File: config.mk
export PLATFORM = sky130hd
export DESIGN_NAME = aper_xlate
export DESIGN_NICKNAME = d
export VERILOG_FILES = /design/src/rtl/aper_xlate_pkg.sv /design/src/rtl/xl_dir.sv /design/src/rtl/xl_tcache.sv /design/src/rtl/aper_xlate.sv
export SDC_FILE = /design/constraint.sdc
export NUM_CORES = 2
export LEC_CHECK = 0
export ABC_AREA = 1
export BUFFER_PORTS_ARGS = -buffer_cell sky130_fd_sc_hd__buf_4
export CAP_MARGIN = 25
export CORE_UTILIZATION = 40
export DETAILED_ROUTE_END_ITERATION = 8
export PLACE_DENSITY = 0.69
export SETUP_SLACK_MARGIN = 0.05
export SYNTH_ARGS = -nofsm -noshare
export SYNTH_HDL_FRONTEND = slang
export SYNTH_SLANG_ARGS = --single-unit
File: constraint.sdc
create_clock -name clk -period 3.27 [get_ports clk]
set_input_delay 0 -clock clk [delete_from_list [all_inputs] [get_ports clk]]
set_output_delay 0 -clock clk [all_outputs]
set_load 0.005 [all_outputs]
File: src/rtl/aper_xlate_pkg.sv
package aper_xlate_pkg;

    localparam int ADDR_W  = 32;
    localparam int PAGE_SH = 12;
    localparam int FRAME_W = ADDR_W - PAGE_SH;
    localparam int SPAN_SH = 22;
    localparam int REL_W   = ADDR_W - SPAN_SH;

    localparam logic [1:0] SEL_DIR  = 2'd0;
    localparam logic [1:0] SEL_BASE = 2'd1;
    localparam logic [1:0] SEL_SIZE = 2'd2;
    localparam logic [1:0] SEL_CTRL = 2'd3;

    typedef enum logic {ST_IDLE, ST_WAIT} xl_state_e;

    typedef struct packed {
        xl_state_e           state;
        logic [REL_W-1:0]    base;
        logic [7:0]          size_code;
        logic                ctl_on;
        logic                flush_pend;
        logic [ADDR_W-1:0]   held_addr;
        logic                mem_rd_valid;
        logic [ADDR_W-1:0]   mem_rd_addr;
        logic                rsp_valid;
        logic                rsp_fault;
        logic [ADDR_W-1:0]   rsp_addr;
    } xl_regs_t;

endpackage

File: src/rtl/xl_dir.sv
module xl_dir #(
    parameter int ENTRIES = 64,
    parameter int FRAME_W = 20,
    localparam int IW = $clog2(ENTRIES)
) (
    input  logic               clk,
    input  logic               rst_n,
    input  logic               wr_en,
    input  logic [31:0]        wr_word,
    input  logic [IW-1:0]      rd_idx,
    output logic               rd_present,
    output logic [FRAME_W-1:0] rd_frame
);

    typedef struct packed {
        logic [ENTRIES-1:0]              present;
        logic [ENTRIES-1:0][FRAME_W-1:0] frame;
    } dir_t;

    dir_t dir_d, dir_q;

    always_comb begin
        dir_d = dir_q;
        if (wr_en) begin
            dir_d.present[wr_word[IW-1:0]] = wr_word[8];
            dir_d.frame[wr_word[IW-1:0]]   = wr_word[31:32-FRAME_W];
        end
    end

    always_ff @(posedge clk) begin
        if (!rst_n) begin
            dir_q <= '0;
        end else begin
            dir_q <= dir_d;
        end
    end

    assign rd_present = dir_q.present[rd_idx];
    assign rd_frame   = dir_q.frame[rd_idx];


    dir_load_chk: assert property (@(posedge clk) disable iff (!rst_n)
        wr_en |=> (dir_q.present[$past(wr_word[IW-1:0])] == $past(wr_word[8])));

endmodule

File: src/rtl/xl_tcache.sv
module xl_tcache #(
    parameter int WAYS   = 4,
    parameter int TAG_W  = 20,
    parameter int DATA_W = 20,
    localparam int PW = (WAYS > 1) ? $clog2(WAYS) : 1
) (
    input  logic              clk,
    input  logic              rst_n,
    input  logic [TAG_W-1:0]  lk_tag,
    output logic              lk_hit,
    output logic [DATA_W-1:0] lk_data,
    input  logic              ins_en,
    input  logic [TAG_W-1:0]  ins_tag,
    input  logic [DATA_W-1:0] ins_data,
    input  logic              flush
);

    typedef struct packed {
        logic [WAYS-1:0]             valid;
        logic [WAYS-1:0][TAG_W-1:0]  tag;
        logic [WAYS-1:0][DATA_W-1:0] data;
        logic [PW-1:0]               ptr;
    } cache_t;

    cache_t c_d, c_q;
    logic [WAYS-1:0] hit_vec;

    for (genvar g = 0; g < WAYS; g++) begin : g_way
        assign hit_vec[g] = c_q.valid[g] && (c_q.tag[g] == lk_tag);
    end

    always_comb begin
        lk_data = '0;
        for (int i = 0; i < WAYS; i++) begin
            if (hit_vec[i]) lk_data = lk_data | c_q.data[i];
        end
    end
    assign lk_hit = |hit_vec;

    always_comb begin
        c_d = c_q;
        if (flush) begin
            c_d.valid = '0;
            c_d.ptr   = '0;
        end else if (ins_en) begin
            c_d.valid[c_q.ptr] = 1'b1;
            c_d.tag[c_q.ptr]   = ins_tag;
            c_d.data[c_q.ptr]  = ins_data;
            c_d.ptr = (c_q.ptr == PW'(WAYS - 1)) ? '0 : c_q.ptr + 1'b1;
        end
    end

    always_ff @(posedge clk) begin
        if (!rst_n) begin
            c_q <= '0;
        end else begin
            c_q <= c_d;
        end
    end


    hit_one_way_chk: assert property (@(posedge clk) disable iff (!rst_n)
        $onehot0(hit_vec));


    flush_empty_chk: assert property (@(posedge clk) disable iff (!rst_n)
        flush |=> !lk_hit);

endmodule

File: src/rtl/aper_xlate.sv
module aper_xlate
    import aper_xlate_pkg::*;
#(
    parameter int DIR_ENTRIES = 64,
    parameter int CACHE_WAYS  = 4,
    localparam int DIR_IW = $clog2(DIR_ENTRIES)
) (
    input  logic        clk,
    input  logic        rst_n,
    input  logic        cfg_we,
    input  logic [1:0]  cfg_sel,
    input  logic [31:0] cfg_wdata,
    input  logic        req_valid,
    input  logic [31:0] req_addr,
    output logic        req_ready,
    output logic        rsp_valid,
    output logic        rsp_fault,
    output logic [31:0] rsp_addr,
    output logic        mem_rd_valid,
    output logic [31:0] mem_rd_addr,
    input  logic        mem_rsp_valid,
    input  logic [31:0] mem_rsp_data
);

    xl_regs_t r_d, r_q;

    logic [REL_W-1:0]   rel_idx;
    logic [DIR_IW:0]    dir_limit;
    logic               in_range;
    logic               dir_present;
    logic [FRAME_W-1:0] dir_frame;
    logic               hit;
    logic [FRAME_W-1:0] hit_frame;
    logic               flush_req;
    logic               flush_now;
    logic               ins_en;

    assign rel_idx   = req_addr[ADDR_W-1:SPAN_SH] - r_q.base;
    assign dir_limit = (DIR_IW+1)'(DIR_ENTRIES) >> $countones(r_q.size_code[5:3]);
    assign in_range  = 32'(rel_idx) < 32'(dir_limit);
    assign flush_req = cfg_we && (cfg_sel == SEL_CTRL) && cfg_wdata[7] && !r_q.ctl_on;

    xl_dir #(.ENTRIES(DIR_ENTRIES), .FRAME_W(FRAME_W)) u_dir (
        .clk        (clk),
        .rst_n      (rst_n),
        .wr_en      (cfg_we && (cfg_sel == SEL_DIR)),
        .wr_word    (cfg_wdata),
        .rd_idx     (rel_idx[DIR_IW-1:0]),
        .rd_present (dir_present),
        .rd_frame   (dir_frame)
    );

    xl_tcache #(.WAYS(CACHE_WAYS), .TAG_W(FRAME_W), .DATA_W(FRAME_W)) u_cache (
        .clk      (clk),
        .rst_n    (rst_n),
        .lk_tag   (req_addr[ADDR_W-1:PAGE_SH]),
        .lk_hit   (hit),
        .lk_data  (hit_frame),
        .ins_en   (ins_en),
        .ins_tag  (r_q.held_addr[ADDR_W-1:PAGE_SH]),
        .ins_data (mem_rsp_data[ADDR_W-1:PAGE_SH]),
        .flush    (flush_now)
    );

    always_comb begin
        r_d = r_q;
        r_d.mem_rd_valid = 1'b0;
        r_d.rsp_valid    = 1'b0;
        flush_now = 1'b0;
        ins_en    = 1'b0;

        if (cfg_we) begin
            case (cfg_sel)
                SEL_BASE: r_d.base      = cfg_wdata[ADDR_W-1:SPAN_SH];
                SEL_SIZE: r_d.size_code = cfg_wdata[7:0];
                SEL_CTRL: r_d.ctl_on    = cfg_wdata[7];
                default:  ;
            endcase
        end

        case (r_q.state)
            ST_IDLE: begin
                flush_now = flush_req;
                if (req_valid) begin
                    r_d.held_addr = req_addr;
                    if (!in_range || !dir_present) begin
                        r_d.rsp_valid = 1'b1;
                        r_d.rsp_fault = 1'b1;
                        r_d.rsp_addr  = '0;
                    end else if (hit) begin
                        r_d.rsp_valid = 1'b1;
                        r_d.rsp_fault = 1'b0;
                        r_d.rsp_addr  = {hit_frame, req_addr[PAGE_SH-1:0]};
                    end else begin
                        r_d.state        = ST_WAIT;
                        r_d.mem_rd_valid = 1'b1;
                        r_d.mem_rd_addr  = {dir_frame, req_addr[SPAN_SH-1:PAGE_SH], 2'b00};
                        r_d.flush_pend   = 1'b0;
                    end
                end
            end
            ST_WAIT: begin
                if (flush_req) r_d.flush_pend = 1'b1;
                if (mem_rsp_valid) begin
                    r_d.state     = ST_IDLE;
                    r_d.rsp_valid = 1'b1;
                    r_d.rsp_fault = !mem_rsp_data[0];
                    r_d.rsp_addr  = mem_rsp_data[0] ?
                        {mem_rsp_data[ADDR_W-1:PAGE_SH], r_q.held_addr[PAGE_SH-1:0]} : '0;
                    r_d.flush_pend = 1'b0;
                    if (r_q.flush_pend || flush_req) flush_now = 1'b1;
                    else ins_en = mem_rsp_data[0];
                end
            end
            default: r_d.state = ST_IDLE;
        endcase
    end

    always_ff @(posedge clk) begin
        if (!rst_n) begin
            r_q <= '0;
        end else begin
            r_q <= r_d;
        end
    end

    assign req_ready    = (r_q.state == ST_IDLE);
    assign rsp_valid    = r_q.rsp_valid;
    assign rsp_fault    = r_q.rsp_fault;
    assign rsp_addr     = r_q.rsp_addr;
    assign mem_rd_valid = r_q.mem_rd_valid;
    assign mem_rd_addr  = r_q.mem_rd_addr;


    accept_progress_chk: assert property (@(posedge clk) disable iff (!rst_n)
        (req_valid && req_ready) |=> (rsp_valid || mem_rd_valid));


    single_fetch_chk: assert property (@(posedge clk) disable iff (!rst_n)
        mem_rd_valid |-> !req_ready);


    fault_zero_chk: assert property (@(posedge clk) disable iff (!rst_n)
        (rsp_valid && rsp_fault) |-> (rsp_addr == '0));


    fetch_done_chk: assert property (@(posedge clk) disable iff (!rst_n)
        (!req_ready && mem_rsp_valid) |=> (rsp_valid && req_ready));


    read_pulse_chk: assert property (@(posedge clk) disable iff (!rst_n)
        mem_rd_valid |=> !mem_rd_valid);

endmodule

==> results.yml <==
sta:
  period_share_pct: 101
  hold_viol: 0
  fmax_mhz: 303
  rsz0062_at_grt: "true"
  tns_ns: -0.245
  skew_ns: 0.0451
  relSlewSlack_pct: 27.2
  slew_violations: 0
  post-route-min-period_ns: 3.30
  worst_slew_pin_slew_ns: 1.09
  finalSetupViolCount: 19
  finalWorstSetupSlack_ns: -0.0306
critical_path:
  crit_chain: "ha_4 -> fa_4 -> buf_6 -> buf_12 -> buf_6 -> o21ai_0 -> o211ai_1 -> nand3_1 -> nand3_1 -> nand3_1 -> o21ai_0 -> o21ai_1 -> nor2_1"
  crit_path_max_fanout: 29
  crit_path_max_incr_delay_ns: 0.91
  worst_path_max_delay_cell: "fa_4"
  cp.required_ns: 4.03
  cp_num_buf_inv: 3
  cp_common_cell: "nand3_1"
  setup.worst_path.end_class: "flip-flop"
  start_kind: "flip-flop"
  critPathTopFamily: "adder cells"
  critPathKind: "flip-flop to flip-flop"
  crit_arrival_ns: 4.06
die:
  dieHeight_um: 416
  num_rows: 151
  core_um2: 170000
  io_pins: 171
  dieWidth_um: 416
  die_area_um2: 173000
  start_util_pct: 40.4
synthesis:
  synth_edf_count: 0
  syn-cell-area_um2: 68700
  syn_area_per_cell_um2: 7.47
  yosys-top-cells-count: "o21ai_0 (1,937), dfxtp_1 (1,623), a21oi_1 (1,573)"
  synth_top_area_cell: "dfxtp_1"
  synthesis.instances: 9192
  synth_most_common_cell: "o21ai_0"
  ys_warn_count: 0
  seq_area_frac_synth_pct: 47.3
  synth_cell_types: 40
  synth_top_area_share_pct: 47.3
  ys_dominant_reg_cell: "dfxtp_1"
  synth_seq_cells: 1623
  synth_area_leaders: "dfxtp_1 (47%), o21ai_0 (14%), a21oi_1 (11%)"
  synthArstFlopShare_pct: 0
grt:
  grt_pass1_wl_mm: 366
  antenna_found_initial: 8
  overflow: 0
  grt_pass1_vias: 62100
  grt_max_degree: 220
  grt_usage_pct: 26.4
routing:
  wirelength_met1_mm: 99.0
  top_layer_used: "met4"
  wl_met3_mm: 22.5
  drt_iter0_drc: 9380
  antenna_left: 0
  wl_met2_mm: 108
  wl_per_cell_um: 21.4
  wl_mm: 242
  routed_via_density: 6.01
  vias: 67900
  first_pass_iters: 8
  post-route-drc-count: 0
worst_hold_path:
  hp-class: "input pin to flip-flop"
pwr:
  vdd_drop_max_mv: 0.624
  p_leak_nw: 29.7
  power_density_nw_per_um2: 583
placed_design:
  gp_congestion: 0.929
  dp_slack_ns: -0.372
  dp.cells: 10800
  dpl.hpwl_mm: 138
  port_buffers: 153
clock_network:
  cts_tree: "yes"
  cts_sinks: 1623
  clk_pin_slew_ns: 0.06
  htree_levels: 4
  clock_path_buffers: 3
  clk_latency_ns: 0.83
  numCtsBuffers: 169
  cts_root_buffer: "clkbuf_16"
final_layout:
  drive_gt1_share_pct: 10.0
  final_util_pct: 46.6
  fin_cells: 11300
  nFillCells: 16100
  nNetsFinal: 9054
  area_growth_pct: 15.3
status:
  violations: "setup timing"
  status: "complete, but fails checks"
flow_run:
  maxCapViolCount: 0
## layout make-up
| cell class | instances | area [um2] | area share, % |
|---|---|---|---|
| inverter | 164 | 642 | 0.811 |
| timing repair buffer | 600 | 5780 | 7.30 |
| timing repair inverter | 2 | 17.5 | 0.0221 |
| clock buffer | 257 | 5110 | 6.45 |
| tap | 2218 | 2780 | 3.50 |
| clock inverter | 47 | 562 | 0.709 |
| antenna | 5 | 12.5 | 0.0158 |
| sequential | 1623 | 32500 | 41.0 |
| multi-input combinational | 6372 | 31800 | 40.1 |
## worst min-delay path, delay by kind of cell
| kind | cells | cell delay, ns |
|---|---|---|
| AOI/OAI and AO/OA | 1 | 0.06 |
| and+or+nand+nor | 1 | 0.07 |
| buffers and inverters | 2 | 0.69 |
## where the power goes
part	total (mW)	switching, mW	internal (mW)
logic	6.54	4.50	2.03
clock network	19.6	8.33	11.3
registers	20.0	0.133	19.9
total	46.2	13.0	33.2
## metrics by stage
stage | hold WS [ns] | area (um2) | power [mW]
after detailed placement | 0.211 | 71300 | 26.3
after global routing | 0.0499 | 79200 | 47.5
after floorplan | 0.103 | 68700 | 23.9
after global placement | 0.212 | 71300 | 26.3
final | 0.0409 | 79200 | 46.2
after CTS | 0.00281 | 78600 | 45.9
## final timing paths
path	slack, ns	from	cells past startpoint	to
worst max-delay path	-0.03	r_q[109]	13	mem_rd_addr[30]
worst min-delay path	0.04	mem_rsp_data[25]	4	u_cache.c_q[55]
worst min register to register	0.45	u_cache.c_q[165]	2	u_cache.c_q[165]
worst max register to register	-0.03	r_q[109]	13	mem_rd_addr[30]
## cell usage in the layout (no fill, tap or decap), types with 15 or more instances in the layout
cell type / synthesis / layout
a21oi_1: 1573 / 1568
clkbuf_1: 817 / 34
clkbuf_16: 0 / 175
nor3_1: 17 / 16
xnor2_1: 18 / 18
nand2_1: 804 / 796
buf_6: 0 / 18
buf_4: 82 / 383
clkinv_2: 0 / 23
dfxtp_1: 1623 / 1622
inv_1: 142 / 131
inv_2: 21 / 28
dlygate4sd3_1: 0 / 132
nand3b_1: 33 / 33
ha_1: 17 / 15
clkbuf_8: 0 / 54
o221ai_1: 148 / 147
nand3_1: 703 / 671
nor2_1: 837 / 770
o21ai_0: 1937 / 1935
o21ai_1: 29 / 28
buf_12: 0 / 51
nand3_2: 1 / 30
o211ai_1: 97 / 97
nand4_1: 106 / 106
nor2_2: 2 / 67
## repair_timing
action,4_1_cts,5_1_grt
setup endpoints to repair,66,66
hold endpoints to repair,1122,0
hold buffers,132,0
resized for setup,20,85
pin swaps,4,60
cloned,6,7
setup buffers,7,6
## per-layer routing
metal | vias up | global-route usage (%)
met5 | - | 0
met4 | 0 | 14.5
met3 | 580 | 4.24
met2 | 3567 | 41.0
met1 | 32300 | 35.1
li1 | 31400 | -
## kinds of logic after synthesis
group | count (synthesis) | synth area share (%)
and+or+nand+nor | 2507 | 15.6
other | 1 | 0.00546
xor gates and xnor gates | 34 | 0.456
DFF | 1623 | 47.3
AOI/OAI and AO/OA | 3808 | 29.0
buffers and inverters | 1200 | 7.22
adders and majority gates | 19 | 0.368
## state kept, by name, summed over array words and instances, names as in the netlist
name,flops
u_cache.c_q,166
mem_rd_addr,30
rsp_valid,1
u_dir.dir_q,1344
rsp_addr,32
rsp_fault,1
mem_rd_valid,1
r_q,48
(Power assumes the default switching activity.)
